$ cat config.mk
export PLATFORM = sky130hd
export DESIGN_NAME = sdr_cmd_sequencer
export DESIGN_NICKNAME = d
export VERILOG_FILES = /design/src/rtl/sdr_ctrl_pkg.sv /design/src/rtl/sdr_row_tracker.sv /design/src/rtl/sdr_refresh_timer.sv /design/src/rtl/sdr_read_capture.sv /design/src/rtl/sdr_cmd_sequencer.sv
export SDC_FILE = /design/constraint.sdc
export NUM_CORES = 1
export LEC_CHECK = 0
export ABC_AREA = 1
export BUFFER_PORTS_ARGS = -buffer_cell sky130_fd_sc_hd__buf_2
export CAP_MARGIN = 0
export CORE_AREA = 2 2 124 150
export DETAILED_ROUTE_END_ITERATION = 12
export DIE_AREA = 0 0 126 152
export HOLD_SLACK_MARGIN = 0.12
export PLACE_DENSITY = 0.74
export SYNTH_ARGS = -nofsm -noshare
export SYNTH_HDL_FRONTEND = slang
export SYNTH_SLANG_ARGS = --single-unit
export TNS_END_PERCENT = 10
$ cat constraint.sdc
create_clock -name clk -period 4.6 [get_ports clk]
set_input_delay 0.23 -clock clk [delete_from_list [all_inputs] [get_ports clk]]
set_output_delay 0.23 -clock clk [all_outputs]
set_load 0.02 [all_outputs]
$ cat src/rtl/sdr_ctrl_pkg.sv
package sdr_ctrl_pkg;
  // {RAS#, CAS#, WE#} with CS# low
  typedef enum logic [2:0] {
    CMD_LMR = 3'b000,
    CMD_REF = 3'b001,
    CMD_PRE = 3'b010,
    CMD_ACT = 3'b011,
    CMD_WR  = 3'b100,
    CMD_RD  = 3'b101,
    CMD_NOP = 3'b111
  } sdr_cmd_e;

  typedef enum logic [2:0] {
    ST_PWR, ST_IREF1, ST_IREF2, ST_IMRS, ST_IDLE, ST_ROW
  } sdr_state_e;
endpackage

$ cat src/rtl/sdr_row_tracker.sv
module sdr_row_tracker #(
  parameter int BANK_W = 2,
  parameter int ROW_W  = 12
) (
  input  logic              clk,
  input  logic              rst,
  input  logic              act,
  input  logic              close_one,
  input  logic              close_all,
  input  logic [BANK_W-1:0] bank,
  input  logic [ROW_W-1:0]  row,
  output logic              hit,
  output logic              bank_open,
  output logic              any_open
);
  localparam int NB = 1 << BANK_W;

  logic [NB-1:0]    open_q;
  logic [ROW_W-1:0] row_q [NB];

  always_ff @(posedge clk) begin
    if (rst) begin
      open_q <= '0;
    end else begin
      for (int b = 0; b < NB; b++) begin
        if (close_all || (close_one && bank == BANK_W'(b))) begin
          open_q[b] <= 1'b0;
        end else if (act && bank == BANK_W'(b)) begin
          open_q[b] <= 1'b1;
        end
      end
    end
  end

  generate
    for (genvar g = 0; g < NB; g++) begin : g_row
      always_ff @(posedge clk) begin
        if (act && bank == BANK_W'(g)) row_q[g] <= row;
      end
    end
  endgenerate

  assign bank_open = open_q[bank];
  assign hit       = open_q[bank] && (row_q[bank] == row);
  assign any_open  = |open_q;

  assert_close_all_R10: assert property (@(posedge clk) disable iff (rst)
    close_all |=> !any_open);
endmodule

$ cat src/rtl/sdr_refresh_timer.sv
module sdr_refresh_timer #(
  parameter int INTERVAL = 1000
) (
  input  logic clk,
  input  logic rst,
  input  logic en,
  input  logic ack,
  output logic pend
);
  localparam int CW = $clog2(INTERVAL + 1);

  logic [CW-1:0] cnt;
  logic          tick;

  assign tick = en && (cnt == CW'(INTERVAL - 1));

  always_ff @(posedge clk) begin
    if (rst) begin
      cnt  <= '0;
      pend <= 1'b0;
    end else begin
      if (en) cnt <= tick ? '0 : cnt + 1'b1;
      pend <= (pend && !ack) || tick;
    end
  end

  assert_pend_hold_R10: assert property (@(posedge clk) disable iff (rst)
    (pend && !ack) |=> pend);
endmodule

$ cat src/rtl/sdr_read_capture.sv
module sdr_read_capture #(
  parameter int LAT    = 2,
  parameter int DATA_W = 32
) (
  input  logic              clk,
  input  logic              rst,
  input  logic              issue,
  input  logic [DATA_W-1:0] dq_in,
  output logic              rd_valid,
  output logic [DATA_W-1:0] rd_data
);
  logic [LAT-1:0] sr;

  always_ff @(posedge clk) begin
    if (rst) begin
      sr       <= '0;
      rd_valid <= 1'b0;
    end else begin
      sr       <= (sr << 1) | LAT'(issue);
      rd_valid <= sr[LAT-1];
    end
  end

  always_ff @(posedge clk) begin
    if (sr[LAT-1]) rd_data <= dq_in;
  end
endmodule

$ cat src/rtl/sdr_cmd_sequencer.sv
module sdr_cmd_sequencer
  import sdr_ctrl_pkg::*;
#(
  parameter int BANK_W           = 2,
  parameter int ROW_W            = 12,
  parameter int COL_W            = 8,
  parameter int DATA_W           = 32,
  parameter int AP_BIT           = 10,
  parameter int CAS_LAT          = 2,
  parameter int BURST_INTERLEAVE = 0,
  parameter int INIT_WAIT        = 100,
  parameter int T_RCD            = 3,
  parameter int T_RP             = 3,
  parameter int T_RFC            = 10,
  parameter int T_MRD            = 2,
  parameter int REFRESH_INTERVAL = 1000
) (
  input  logic              clk,
  input  logic              rst,
  input  logic              req_valid,
  output logic              req_ready,
  input  logic              req_write,
  input  logic              req_autopre,
  input  logic [BANK_W-1:0] req_bank,
  input  logic [ROW_W-1:0]  req_row,
  input  logic [COL_W-1:0]  req_col,
  input  logic [DATA_W-1:0] req_wdata,
  output logic              rd_valid,
  output logic [DATA_W-1:0] rd_data,
  output logic              sd_cke,
  output logic              sd_cs_n,
  output logic              sd_ras_n,
  output logic              sd_cas_n,
  output logic              sd_we_n,
  output logic [BANK_W-1:0] sd_ba,
  output logic [ROW_W-1:0]  sd_a,
  output logic [DATA_W/8-1:0] sd_dqm,
  output logic [DATA_W-1:0] sd_dq_out,
  output logic              sd_dq_oe,
  input  logic [DATA_W-1:0] sd_dq_in
);
  localparam int MASK_W = DATA_W / 8;
  localparam int CW = $clog2(INIT_WAIT + T_RFC + T_RP + T_RCD + T_MRD + CAS_LAT + 4);
  localparam logic [ROW_W-1:0] MODE_WORD =
    ROW_W'((BURST_INTERLEAVE << 3) | (CAS_LAT << 4));

  sdr_state_e        st, n_st;
  sdr_cmd_e          cmd_q, n_cmd;
  logic [CW-1:0]     cnt, n_cnt;
  logic [BANK_W-1:0] n_ba, bank_q;
  logic [ROW_W-1:0]  n_a, row_q;
  logic [COL_W-1:0]  col_q;
  logic [DATA_W-1:0] wdata_q;
  logic              wr_q, ap_q, n_oe, n_rd, rd_issue;
  logic              wait_done, accept, ref_pend, ref_ack;
  logic              trk_act, trk_close_one, trk_close_all;
  logic              hit, bank_open, any_open;

  assign wait_done = (cnt == '0);
  assign req_ready = (st == ST_IDLE) && wait_done && !ref_pend;
  assign accept    = req_valid && req_ready;
  assign {sd_ras_n, sd_cas_n, sd_we_n} = cmd_q;

  sdr_row_tracker #(.BANK_W(BANK_W), .ROW_W(ROW_W)) u_rows (
    .clk(clk), .rst(rst), .act(trk_act), .close_one(trk_close_one),
    .close_all(trk_close_all), .bank(bank_q), .row(row_q),
    .hit(hit), .bank_open(bank_open), .any_open(any_open));

  sdr_refresh_timer #(.INTERVAL(REFRESH_INTERVAL)) u_refresh (
    .clk(clk), .rst(rst), .en(st == ST_IDLE || st == ST_ROW),
    .ack(ref_ack), .pend(ref_pend));

  sdr_read_capture #(.LAT(CAS_LAT), .DATA_W(DATA_W)) u_capture (
    .clk(clk), .rst(rst), .issue(rd_issue), .dq_in(sd_dq_in),
    .rd_valid(rd_valid), .rd_data(rd_data));

  always_comb begin
    n_st = st;  n_cmd = CMD_NOP;  n_ba = sd_ba;  n_a = sd_a;
    n_cnt = wait_done ? '0 : cnt - 1'b1;
    n_oe = 1'b0;  n_rd = 1'b0;  ref_ack = 1'b0;
    trk_act = 1'b0;  trk_close_one = 1'b0;  trk_close_all = 1'b0;
    if (wait_done) begin
      unique case (st)
        ST_PWR: begin
          n_cmd = CMD_PRE;  n_a = '0;  n_a[AP_BIT] = 1'b1;
          n_cnt = CW'(T_RP - 1);  n_st = ST_IREF1;  trk_close_all = 1'b1;
        end
        ST_IREF1, ST_IREF2: begin
          n_cmd = CMD_REF;  n_cnt = CW'(T_RFC - 1);
          n_st  = (st == ST_IREF1) ? ST_IREF2 : ST_IMRS;
        end
        ST_IMRS: begin
          n_cmd = CMD_LMR;  n_a = MODE_WORD;  n_ba = '0;
          n_cnt = CW'(T_MRD - 1);  n_st = ST_IDLE;
        end
        ST_IDLE: begin
          if (ref_pend && any_open) begin
            n_cmd = CMD_PRE;  n_a = '0;  n_a[AP_BIT] = 1'b1;
            n_cnt = CW'(T_RP - 1);  trk_close_all = 1'b1;
          end else if (ref_pend) begin
            n_cmd = CMD_REF;  n_cnt = CW'(T_RFC - 1);  ref_ack = 1'b1;
          end else if (req_valid) begin
            n_st = ST_ROW;
          end
        end
        ST_ROW: begin
          n_ba = bank_q;
          if (hit) begin
            n_cmd = wr_q ? CMD_WR : CMD_RD;
            n_a = '0;  n_a[COL_W-1:0] = col_q;  n_a[AP_BIT] = ap_q;
            n_oe = wr_q;  n_rd = !wr_q;  trk_close_one = ap_q;
            if (wr_q) n_cnt = ap_q ? CW'(T_RP + 1) : '0;
            else      n_cnt = ap_q ? CW'(CAS_LAT + T_RP) : CW'(CAS_LAT);
            n_st = ST_IDLE;
          end else if (bank_open) begin
            n_cmd = CMD_PRE;  n_a = '0;
            n_cnt = CW'(T_RP - 1);  trk_close_one = 1'b1;
          end else begin
            n_cmd = CMD_ACT;  n_a = row_q;
            n_cnt = CW'(T_RCD - 1);  trk_act = 1'b1;
          end
        end
        default: n_st = ST_PWR;
      endcase
    end
  end

  always_ff @(posedge clk) begin
    if (rst) begin
      st <= ST_PWR;  cnt <= CW'(INIT_WAIT);  cmd_q <= CMD_NOP;
      sd_cs_n <= 1'b1;  sd_cke <= 1'b0;  sd_dqm <= '1;
      sd_ba <= '0;  sd_a <= '0;  sd_dq_oe <= 1'b0;  sd_dq_out <= '0;
      rd_issue <= 1'b0;
    end else begin
      st <= n_st;  cnt <= n_cnt;  cmd_q <= n_cmd;
      sd_cs_n <= 1'b0;  sd_cke <= 1'b1;  sd_dqm <= {MASK_W{1'b0}};
      sd_ba <= n_ba;  sd_a <= n_a;  sd_dq_oe <= n_oe;
      if (n_oe) sd_dq_out <= wdata_q;
      rd_issue <= n_rd;
    end
  end

  always_ff @(posedge clk) begin
    if (accept) begin
      bank_q <= req_bank;  row_q <= req_row;  col_q <= req_col;
      wr_q <= req_write;  ap_q <= req_autopre;  wdata_q <= req_wdata;
    end
  end

  assert_oe_only_write_R11: assert property (@(posedge clk) disable iff (rst)
    sd_dq_oe |-> (cmd_q == CMD_WR) && (sd_dqm == '0));
  assert_refresh_idle_R10: assert property (@(posedge clk) disable iff (rst)
    (cmd_q == CMD_REF) |-> !any_open);
  assert_rw_open_bank_R5: assert property (@(posedge clk) disable iff (rst)
    ((cmd_q == CMD_RD || cmd_q == CMD_WR) && !sd_a[AP_BIT]) |-> bank_open);
  assert_rd_single_pulse_R8: assert property (@(posedge clk) disable iff (rst)
    rd_valid |=> !rd_valid);
  assert_ready_drops_R12: assert property (@(posedge clk) disable iff (rst)
    accept |=> !req_ready);
endmodule

==> impl_summary.md, run 1 <==
Power
The share of total power dissipated in combinational logic is 0.034. The static leakage is 0.00515 uW. The net switching power figure is 793 uW. The share of total power dissipated in the clock network is 0.469.

The worst vdd rail ir drop is 0.000265 V. Power spread over the standard cell area amounts to 364 nW/um^2. The portion of total power attributed to sequential cells is 0.497. Of the total power, the share spent switching nets is 0.189. The internal power component is 3400 uW.

Clocking
The H-tree depth is 1. Clock latency on the worst-skew pair, taken at its later pin, is 0.51 ns. TritonCTS built the clock tree. The root buffer selected by CTS is sky130_fd_sc_hd__clkbuf_16.

The longest clock path from root to sink contains 3 buffers. The total clock buffers created by CTS is 22. Clock-pin slew was measured on the worst setup and hold paths at 0.06 ns. The number of clock sinks is 219.

Flow run
Across the run, the number of max-cap violations was 0.

Global routing
Entering global routing, the biggest net connects 40 pins. The via count of the first global-routing pass is 7140. The wire length of the first global-routing pass is 34100 um. The initial antenna violation count is 0. The total congestion overflow after global routing is 0.

The combined global-route utilization of all metal layers is 0.218.

Worst setup path
The signal on the critical path passes through inv_6, nand2_1, nand3_1, nand3b_1, nand2_1, nor2_1, nand2_1, nor2_2, nand4_2, nor2_1, nor2_1. Data on the critical path arrives at its endpoint at 3.67 ns. The worst setup path is launched from a register. The cell with the biggest individual delay on the critical path is sky130_fd_sc_hd__dfxtp_1. The highest net fanout along the worst path is 33. The element type at the critical path end is a register.

The critical path class is register to register. At the worst endpoint, the required time is 4.99 ns. For this run, the slowest stage of the critical path takes 0.93 ns.

Floorplan
The core area is 17800 um^2. The initial standard-cell utilization of the core is 0.491. The die footprint is 19200 um^2. The number of ports placed on the die boundary is 181. The vertical die dimension is 152 um. The die is 126 um wide.

The floorplan has 54 rows.

Cells and area
In the layout the commonest cells are sky130_fd_sc_hd__nand2_1 (269), sky130_fd_sc_hd__buf_2 (180), sky130_fd_sc_hd__edfxtp_1 (136). The count of cells in the finished layout, fillers not included, comes to 1401. After the last flow step, the layout net total stands at 1255. The number of antenna diodes is 0. Summing all non-filler instances in the final layout gives an area of 11500 um^2.

The most common library cell in the layout ignoring fill and taps is sky130_fd_sc_hd__nand2_1. In the final layout, the share of cells above drive strength 1 is 0.218. The layout overhead on the synthesized area is 31.6%.

STA
Based on the critical path, the design can be clocked at up to 0.305 GHz. Setup repair after global routing left no endpoint under its margin. On the final layout, the worst clock skew is 0.0162 ns.

The number of pins exceeding their max-slew limit in the final report is 0. The worst max-slew margin expressed relative to the limit is 0.372. After routing, the total negative slack on setup checks comes to 0 ns. The final hold violation count is 0. At the pin with the least slew margin, the transition time is 0.940 ns. The worst path needs 3.28 ns of the cycle, external delays included. Setup violations remaining at the end of the flow were counted as 0. Dividing the final minimum period by the clock period gives 0.714.

Placed design
Input and output buffers added on the ports amount to 180. Counting tap cells, the placed design contains a total of 1272 instances. The placed standard-cell area is 9800 um^2. Routability-driven placement finished with a final weighted congestion of 0.876. Once detailed placement completed, the half-perimeter wirelength came to 13500 um.

Min path
The class of the worst hold path is input port to register.

Logic synthesis
For this run, the number of Yosys warnings is 0. Yosys mapped a number of flops with a built-in enable equal to 136. The commonest register cell after synthesis is sky130_fd_sc_hd__edfxtp_1. The synthesized design contains 219 register bits.

The number of nets in the synthesized netlist is 983. The sequential element share of the synthesized area is 0.656. A synthesized cell averages 9.85 um^2. The post-synthesis instance area is 8760 um^2. Synthesis produced 889 cells. The proportion of register bits with asynchronous set or reset after synthesis is 0. In this run, distinct cell masters in the synthesized netlist total 37.

Route
For this run, the detailed router's first-pass iteration total came to 5. The final layout contains routed wiring with a total length of 21000 um. The detail route stage leaves a number of antenna-violating nets equal to 0. The detail-routed net length per standard cell is 15.0 um. The average via count per standard cell is 4.94. The DRC violation count after routing is 0.

After the first detailed-routing iteration, the DRC count stood at 605. The via total after detailed routing is 6926.

Outcome
The run finished with clean final reports.
[Yosys cell counts, types with 3 or more instances]
| cell type | number | share of area |
|---|---|---|
| sky130_fd_sc_hd__xnor2_1 | 3 | 0.0030 |
| sky130_fd_sc_hd__or2_2 | 3 | 0.0021 |
| sky130_fd_sc_hd__nand3_1 | 57 | 0.033 |
| sky130_fd_sc_hd__buf_2 | 11 | 0.0063 |
| sky130_fd_sc_hd__o21ai_0 | 10 | 0.0057 |
| sky130_fd_sc_hd__inv_1 | 91 | 0.039 |
| sky130_fd_sc_hd__nor2_2 | 5 | 0.0036 |
| sky130_fd_sc_hd__buf_6 | 6 | 0.0077 |
| sky130_fd_sc_hd__nand2_1 | 269 | 0.12 |
| sky130_fd_sc_hd__buf_4 | 7 | 0.0060 |
| sky130_fd_sc_hd__xor2_1 | 4 | 0.0040 |
| sky130_fd_sc_hd__nor2_1 | 120 | 0.051 |
| sky130_fd_sc_hd__clkbuf_1 | 3 | 0.0013 |
| sky130_fd_sc_hd__ha_1 | 3 | 0.0043 |
| sky130_fd_sc_hd__edfxtp_1 | 136 | 0.47 |
| sky130_fd_sc_hd__nand4_1 | 7 | 0.0050 |
| sky130_fd_sc_hd__dfxtp_1 | 83 | 0.19 |
| sky130_fd_sc_hd__nor3_1 | 9 | 0.0051 |
| sky130_fd_sc_hd__a21oi_1 | 29 | 0.017 |
| sky130_fd_sc_hd__nand3_2 | 13 | 0.015 |
[state kept, by name, summed over array words and instances (netlist names), 7 cells and up, named ones only]
name               count
sd_dq_out             32
u_capture.rd_data     32
col_q                  8
sd_a                  12
u_refresh.cnt         10
wdata_q               32
cnt                    7
row_q                 12
u_rows.row_q          48
[worst max-delay path, delay by kind of cell (launching register included)]
family / cells / cell delay, ns
flops: 1 / 0.93
buf+inv: 1 / 0.20
simple gates: 10 / 2.03
[layer usage]
metal / routed length, um / track usage / up-vias
met5: 0 / 0 / -
met4: 561 / 0.0795 / 0
li1: - / - / 3411
met3: 1470 / 0.0415 / 44
met2: 11100 / 0.402 / 252
met1: 7850 / 0.247 / 3219
[through the flow]
stage	hold WS, ns	worst slack, ns	utilization	total power, uW
3_5_place_dp	0.394	1.38	0.550	2210
4_1_cts	0.151	1.38	0.646	4230
3_3_place_gp	0.392	1.50	0.550	2210
6_report	0.155	1.32	0.646	4200
2_1_floorplan	0.258	1.65	-	2160
5_1_grt	0.167	0.942	0.646	4320
[final timing paths]
kind	from	to	slack, ns	depth (start not counted)
max reg2reg	register	sd_dq_out[9]	1.32	11
max	register	sd_dq_out[9]	1.32	11
min	rst	sd_dqm[2]	0.15	1
min reg2reg	u_capture.sr[0]	u_capture.sr[1]	0.40	2
[cells by family (layout without fill, tap and decap cells)]
group                    Yosys count  count (layout)  synth area share
AND/OR/NAND/NOR                  493             493             0.243
AO/OA/AOI/OAI                     45              45            0.0277
adder cells (fa/ha/maj)            3               3           0.00429
XOR/XNOR                           7               7           0.00700
flip-flops                       219             219             0.656
buffers and inverters            122             410            0.0626
[power by group through the flow]
stage | clock network (uW) | registers, uW | logic [uW]
after floorplan | 0 | 2130 | 35.2
after global placement | 0 | 2130 | 80.6
after detailed placement | 0 | 2130 | 83.0
after CTS | 2000 | 2090 | 144
after global routing | 2080 | 2090 | 156
final | 1970 | 2090 | 144
[area by class of cell]
cell class                      instances  area [um^2]
Clock buffer                           33          704
Clock inverter                          7          125
Fill cell                            1395         6310
Inverter                               94          358
Multi-Input combinational cell        548         2470
Sequential cell                       219         5750
Tap cell                              224          280
Timing Repair Buffer                  276         1840
[repair_timing]
item | 4_1_cts | 5_1_grt
resized for setup | 0 | 0
setup buffers | 0 | 0
hold endpoints to repair | 90 | 0
hold buffers | 89 | 0
Note: power is estimated with default switching activity, not from simulation.
==> run 2, diff against run 1 <==
--- a/config.mk
+++ b/config.mk
@@ -5,14 +5,14 @@
 export SDC_FILE = /design/constraint.sdc
 export NUM_CORES = 1
 export LEC_CHECK = 0
-export ABC_AREA = 1
+export ABC_AREA = 0
 export BUFFER_PORTS_ARGS = -buffer_cell sky130_fd_sc_hd__buf_2
 export CAP_MARGIN = 0
-export CORE_AREA = 2 2 124 150
+export CORE_AREA = 2 2 121 147
 export DETAILED_ROUTE_END_ITERATION = 12
-export DIE_AREA = 0 0 126 152
+export DIE_AREA = 0 0 123 149
 export HOLD_SLACK_MARGIN = 0.12
-export PLACE_DENSITY = 0.74
+export PLACE_DENSITY = 0.76
 export SYNTH_ARGS = -nofsm -noshare
 export SYNTH_HDL_FRONTEND = slang
 export SYNTH_SLANG_ARGS = --single-unit
==> constraint.sdc (replaced) <==
create_clock -name clk -period 3 [get_ports clk]
set_input_delay 0.15 -clock clk [delete_from_list [all_inputs] [get_ports clk]]
set_output_delay 0.15 -clock clk [all_outputs]
set_load 0.02 [all_outputs]
==> run 2 against run 1 <==
Area after synthesis down 6.6%. Largest cell class unchanged. Combinational power grew 58%. Cell count decreased by 20%.
==> impl_summary.md, run 2 <==
Outcome
The flow ran to the end, and the final reports show no timing, DRC or antenna violations.

Cells and area
The area taken by flip-flops and latches is 5750 um^2. Fill cells in the final layout number 1298. The largest register by flop count is u_rows.row_q.

In the layout the commonest cells are sky130_fd_sc_hd__buf_2 (180), sky130_fd_sc_hd__edfxtp_1 (136), sky130_fd_sc_hd__dlygate4sd3_1 (90). The most common library cell in the layout ignoring fill and taps is sky130_fd_sc_hd__buf_2. The number of antenna diodes is 0. The design area is 11000 um^2. From synthesis to final layout, the design area changed by 34.0%. Of the cells placed in the final design, the portion with a size suffix greater than 1 is 0.284.

The area of the multi-input gates is 2220 um^2. The register with the most flip-flops in the layout has 48 of them. The net count of the finished layout is 976.

Clocking
The clock edge transition at the registers on the reported setup and hold paths is 0.06 ns. The H-tree depth is 1. The root buffer selected by CTS is sky130_fd_sc_hd__clkbuf_16. TritonCTS created 22 clock buffers. The number of clock sinks is 219. For the worst-skew pair, the clock arrives at the later sink with an insertion delay of 0.51 ns. The number of buffers on the longest clock path is 3. TritonCTS built the clock tree.

Logic synthesis
After synthesis, the most frequently instantiated cells are sky130_fd_sc_hd__edfxtp_1 (136), sky130_fd_sc_hd__dfxtp_1 (83), sky130_fd_sc_hd__a21oi_1 (53), sky130_fd_sc_hd__nand3_1 (48), sky130_fd_sc_hd__o21ai_0 (40). The number of synthesized register bits is 219. Yosys attributes the largest share of cell area to sky130_fd_sc_hd__edfxtp_1 (50%), sky130_fd_sc_hd__dfxtp_1 (20%), sky130_fd_sc_hd__a21oi_1 (3.2%). The post-synthesis instance area is 8180 um^2. By instance count, the leading cell after synthesis is sky130_fd_sc_hd__edfxtp_1. The proportion of register bits with asynchronous set or reset after synthesis is 0.

Synthesis produced a netlist with a net count of 704. The top cell type by total area after synthesis is sky130_fd_sc_hd__edfxtp_1. The post-synthesis area per instance is 13.4 um^2. Counting every instance in the synthesized netlist gives 610. The distinct cell type count after synthesis is 54.

The sequential element share of the synthesized area is 0.702. The share of synthesized area in the top cell type comes to 0.499. Among all flip-flop cells after synthesis, the most frequent one is sky130_fd_sc_hd__edfxtp_1. The synthesized design contains 136 enable-type register cells. During synthesis, Yosys emitted a total of 0 warnings.

Floorplan
The core region is 17100 um^2. The chip width is 123 um. The number of ports placed on the die boundary is 181. The initial standard-cell utilization of the core is 0.478. The vertical die dimension is 149 um. The floorplan step defined a die boundary enclosing 18300 um^2. The initialized floorplan defines 53 standard-cell rows.

Worst setup path
Walking the worst path, the cells encountered are buf_12, mux4_2, xor2_1, nor4_2, buf_4, nand2_1, nor2_1, nor4b_1. The critical path contains buffers and inverters numbering 2 combined. STA puts the critical path data arrival time at 3.06 ns. STA classifies the critical path startpoint as a register. The critical path class is register to register. On the critical path the largest part of the delay comes from simple AND/OR/NAND/NOR gates. The highest net fanout along the worst path is 12. For this run, the slowest stage of the critical path takes 0.52 ns. For this design, the slowest cell found on the critical path is sky130_fd_sc_hd__mux4_2. The worst setup path is captured at a register. STA puts the critical path data required time at 3.37 ns.

Power
The design draws 6120 uW. For this design the ratio of total power to cell area is 558 nW/um^2. Summed over all cells, the static leakage comes to 0.00406 uW. The worst vdd rail ir drop is 0.000427 V.

Placed design
The count of buffers added on input and output ports is 180. The placed instances occupy a cell area of 9360 um^2. The last weighted congestion value of the routability-driven placer is 0.849. Once detailed placement completed, the half-perimeter wirelength came to 12600 um.

Global routing
The initial antenna violation count is 0. The combined global-route utilization of all metal layers is 0.223. Summed over all layers, the global routing overflow is 0. The via count of the first global-routing pass was 6057.

The wire length of the first global-routing pass is 31700 um. Entering global routing, the biggest net connects 44 pins.

Route
The aggregate routed wire length is 20600 um. The via total after detailed routing is 6020. The count of nets left with antenna violations after detail routing is 0. Before antenna repair, the detailed router went through 5 iterations. The number of violations reported at the end of detailed-routing iteration 0 is 480. After detailed routing, the number of remaining DRC violations is 0. The detail-routed net length per standard cell is 18.4 um. In the routed layout, each cell is associated on average with a via count of 5.38.

STA
The final setup TNS is 0 ns. For the final database, setup skew stands at 0.0170 ns. Setup repair after global routing left no endpoint under its margin. The final hold violation count came to 0. The period utilization is 0.897. The number of pins exceeding their max-slew limit in the final report was 0. The clock period could shrink to 2.69 ns. The maximum frequency from static timing analysis is 0.372 GHz.

Headroom to the max-slew limit came out at 0.559. Setup violations remaining at the end of the flow were counted as 0. The transition at the pin with the smallest max-transition slack is 0.656 ns.

Min path
The path class of the tightest hold or removal check is input port to register.

Flow run
The number of maximum-capacitance violations is 0.
-- run 2: changes by cell type in the layout (fill, tap and decap cells not counted), moves of 10 or more --
cell	before	now
sky130_fd_sc_hd__a21oi_1	29	53
sky130_fd_sc_hd__nand2_1	269	27
sky130_fd_sc_hd__xor2_1	4	18
sky130_fd_sc_hd__mux4_2	0	10
sky130_fd_sc_hd__inv_1	90	5
sky130_fd_sc_hd__o21ai_0	10	40
sky130_fd_sc_hd__nand3_2	13	0
sky130_fd_sc_hd__nor2_1	120	35
-- run 2: timing repair --
| action | CTS | global route |
|---|---|---|
| gates resized for setup | 0 | 0 |
| endpoints found under the hold margin | 93 | 0 |
| hold buffers | 90 | 0 |
| buffers inserted | 0 | 0 |
-- run 2: cell type report --
cell class	instances	share of cell area
clock buffers	29	0.0535
inverters	6	0.00205
flip-flops and latches	219	0.524
repair buffers	290	0.183
clock inverters	11	0.0107
well taps	220	0.0251
multi-input cells	343	0.202
-- run 2: where the power goes --
group,switching (uW),internal (uW)
Sequential,10.6,3190
Clock,1140,1560
Combinational,86.2,141
-- run 2: logic make-up (layout without fill, tap and decap cells) --
| group | count (synthesis) | count (layout) | share of synthesized area |
|---|---|---|---|
| AO/OA/AOI/OAI | 134 | 134 | 0.0982 |
| XOR/XNOR | 27 | 27 | 0.0289 |
| adder cells (fa/ha/maj) | 3 | 3 | 0.00459 |
| buffers and inverters | 48 | 336 | 0.0280 |
| flip-flops | 219 | 219 | 0.702 |
| multiplexers | 20 | 20 | 0.0402 |
| AND/OR/NAND/NOR | 159 | 159 | 0.0980 |
-- run 2: metal layers --
metal,vias up,share of wire,track usage
met2,267,0.52,0.386
li1,2818,-,-
met4,0,0.022,0.0676
met1,2896,0.38,0.280
met3,39,0.077,0.0478
met5,-,0,0
-- run 2: worst paths after layout --
kind / to / from / depth (start not counted) / slack, ns
setup / recovery: rd_issue / register / 8 / 0.31
hold reg to reg: u_capture.sr[0] / rd_issue / 1 / 0.45
hold / removal: u_capture.rd_data[30] / sd_dq_in[30] / 2 / 0.35
setup reg to reg: rd_issue / register / 8 / 0.31
-- run 2: worst reg2reg max path: stages (launching register included) --
cell	delay [ns]
sky130_fd_sc_hd__dfxtp_1	0.35
sky130_fd_sc_hd__buf_12	0.17
sky130_fd_sc_hd__mux4_2	0.52
sky130_fd_sc_hd__xor2_1	0.17
sky130_fd_sc_hd__nor4_2	0.45
sky130_fd_sc_hd__buf_4	0.27
sky130_fd_sc_hd__nand2_1	0.14
sky130_fd_sc_hd__nor2_1	0.14
sky130_fd_sc_hd__nor4b_1	0.34
-- run 2: metrics by stage --
stage          setup slack (ns)  std cells  utilization  hold WS [ns]
2_1_floorplan             0.133        610            -         0.178
3_3_place_gp              0.466        988        0.547         0.326
3_5_place_dp              0.403        988        0.547         0.328
4_1_cts                   0.293       1118        0.641         0.335
5_1_grt                   0.164       1118        0.641         0.341
6_report                  0.309       1118        0.641         0.347
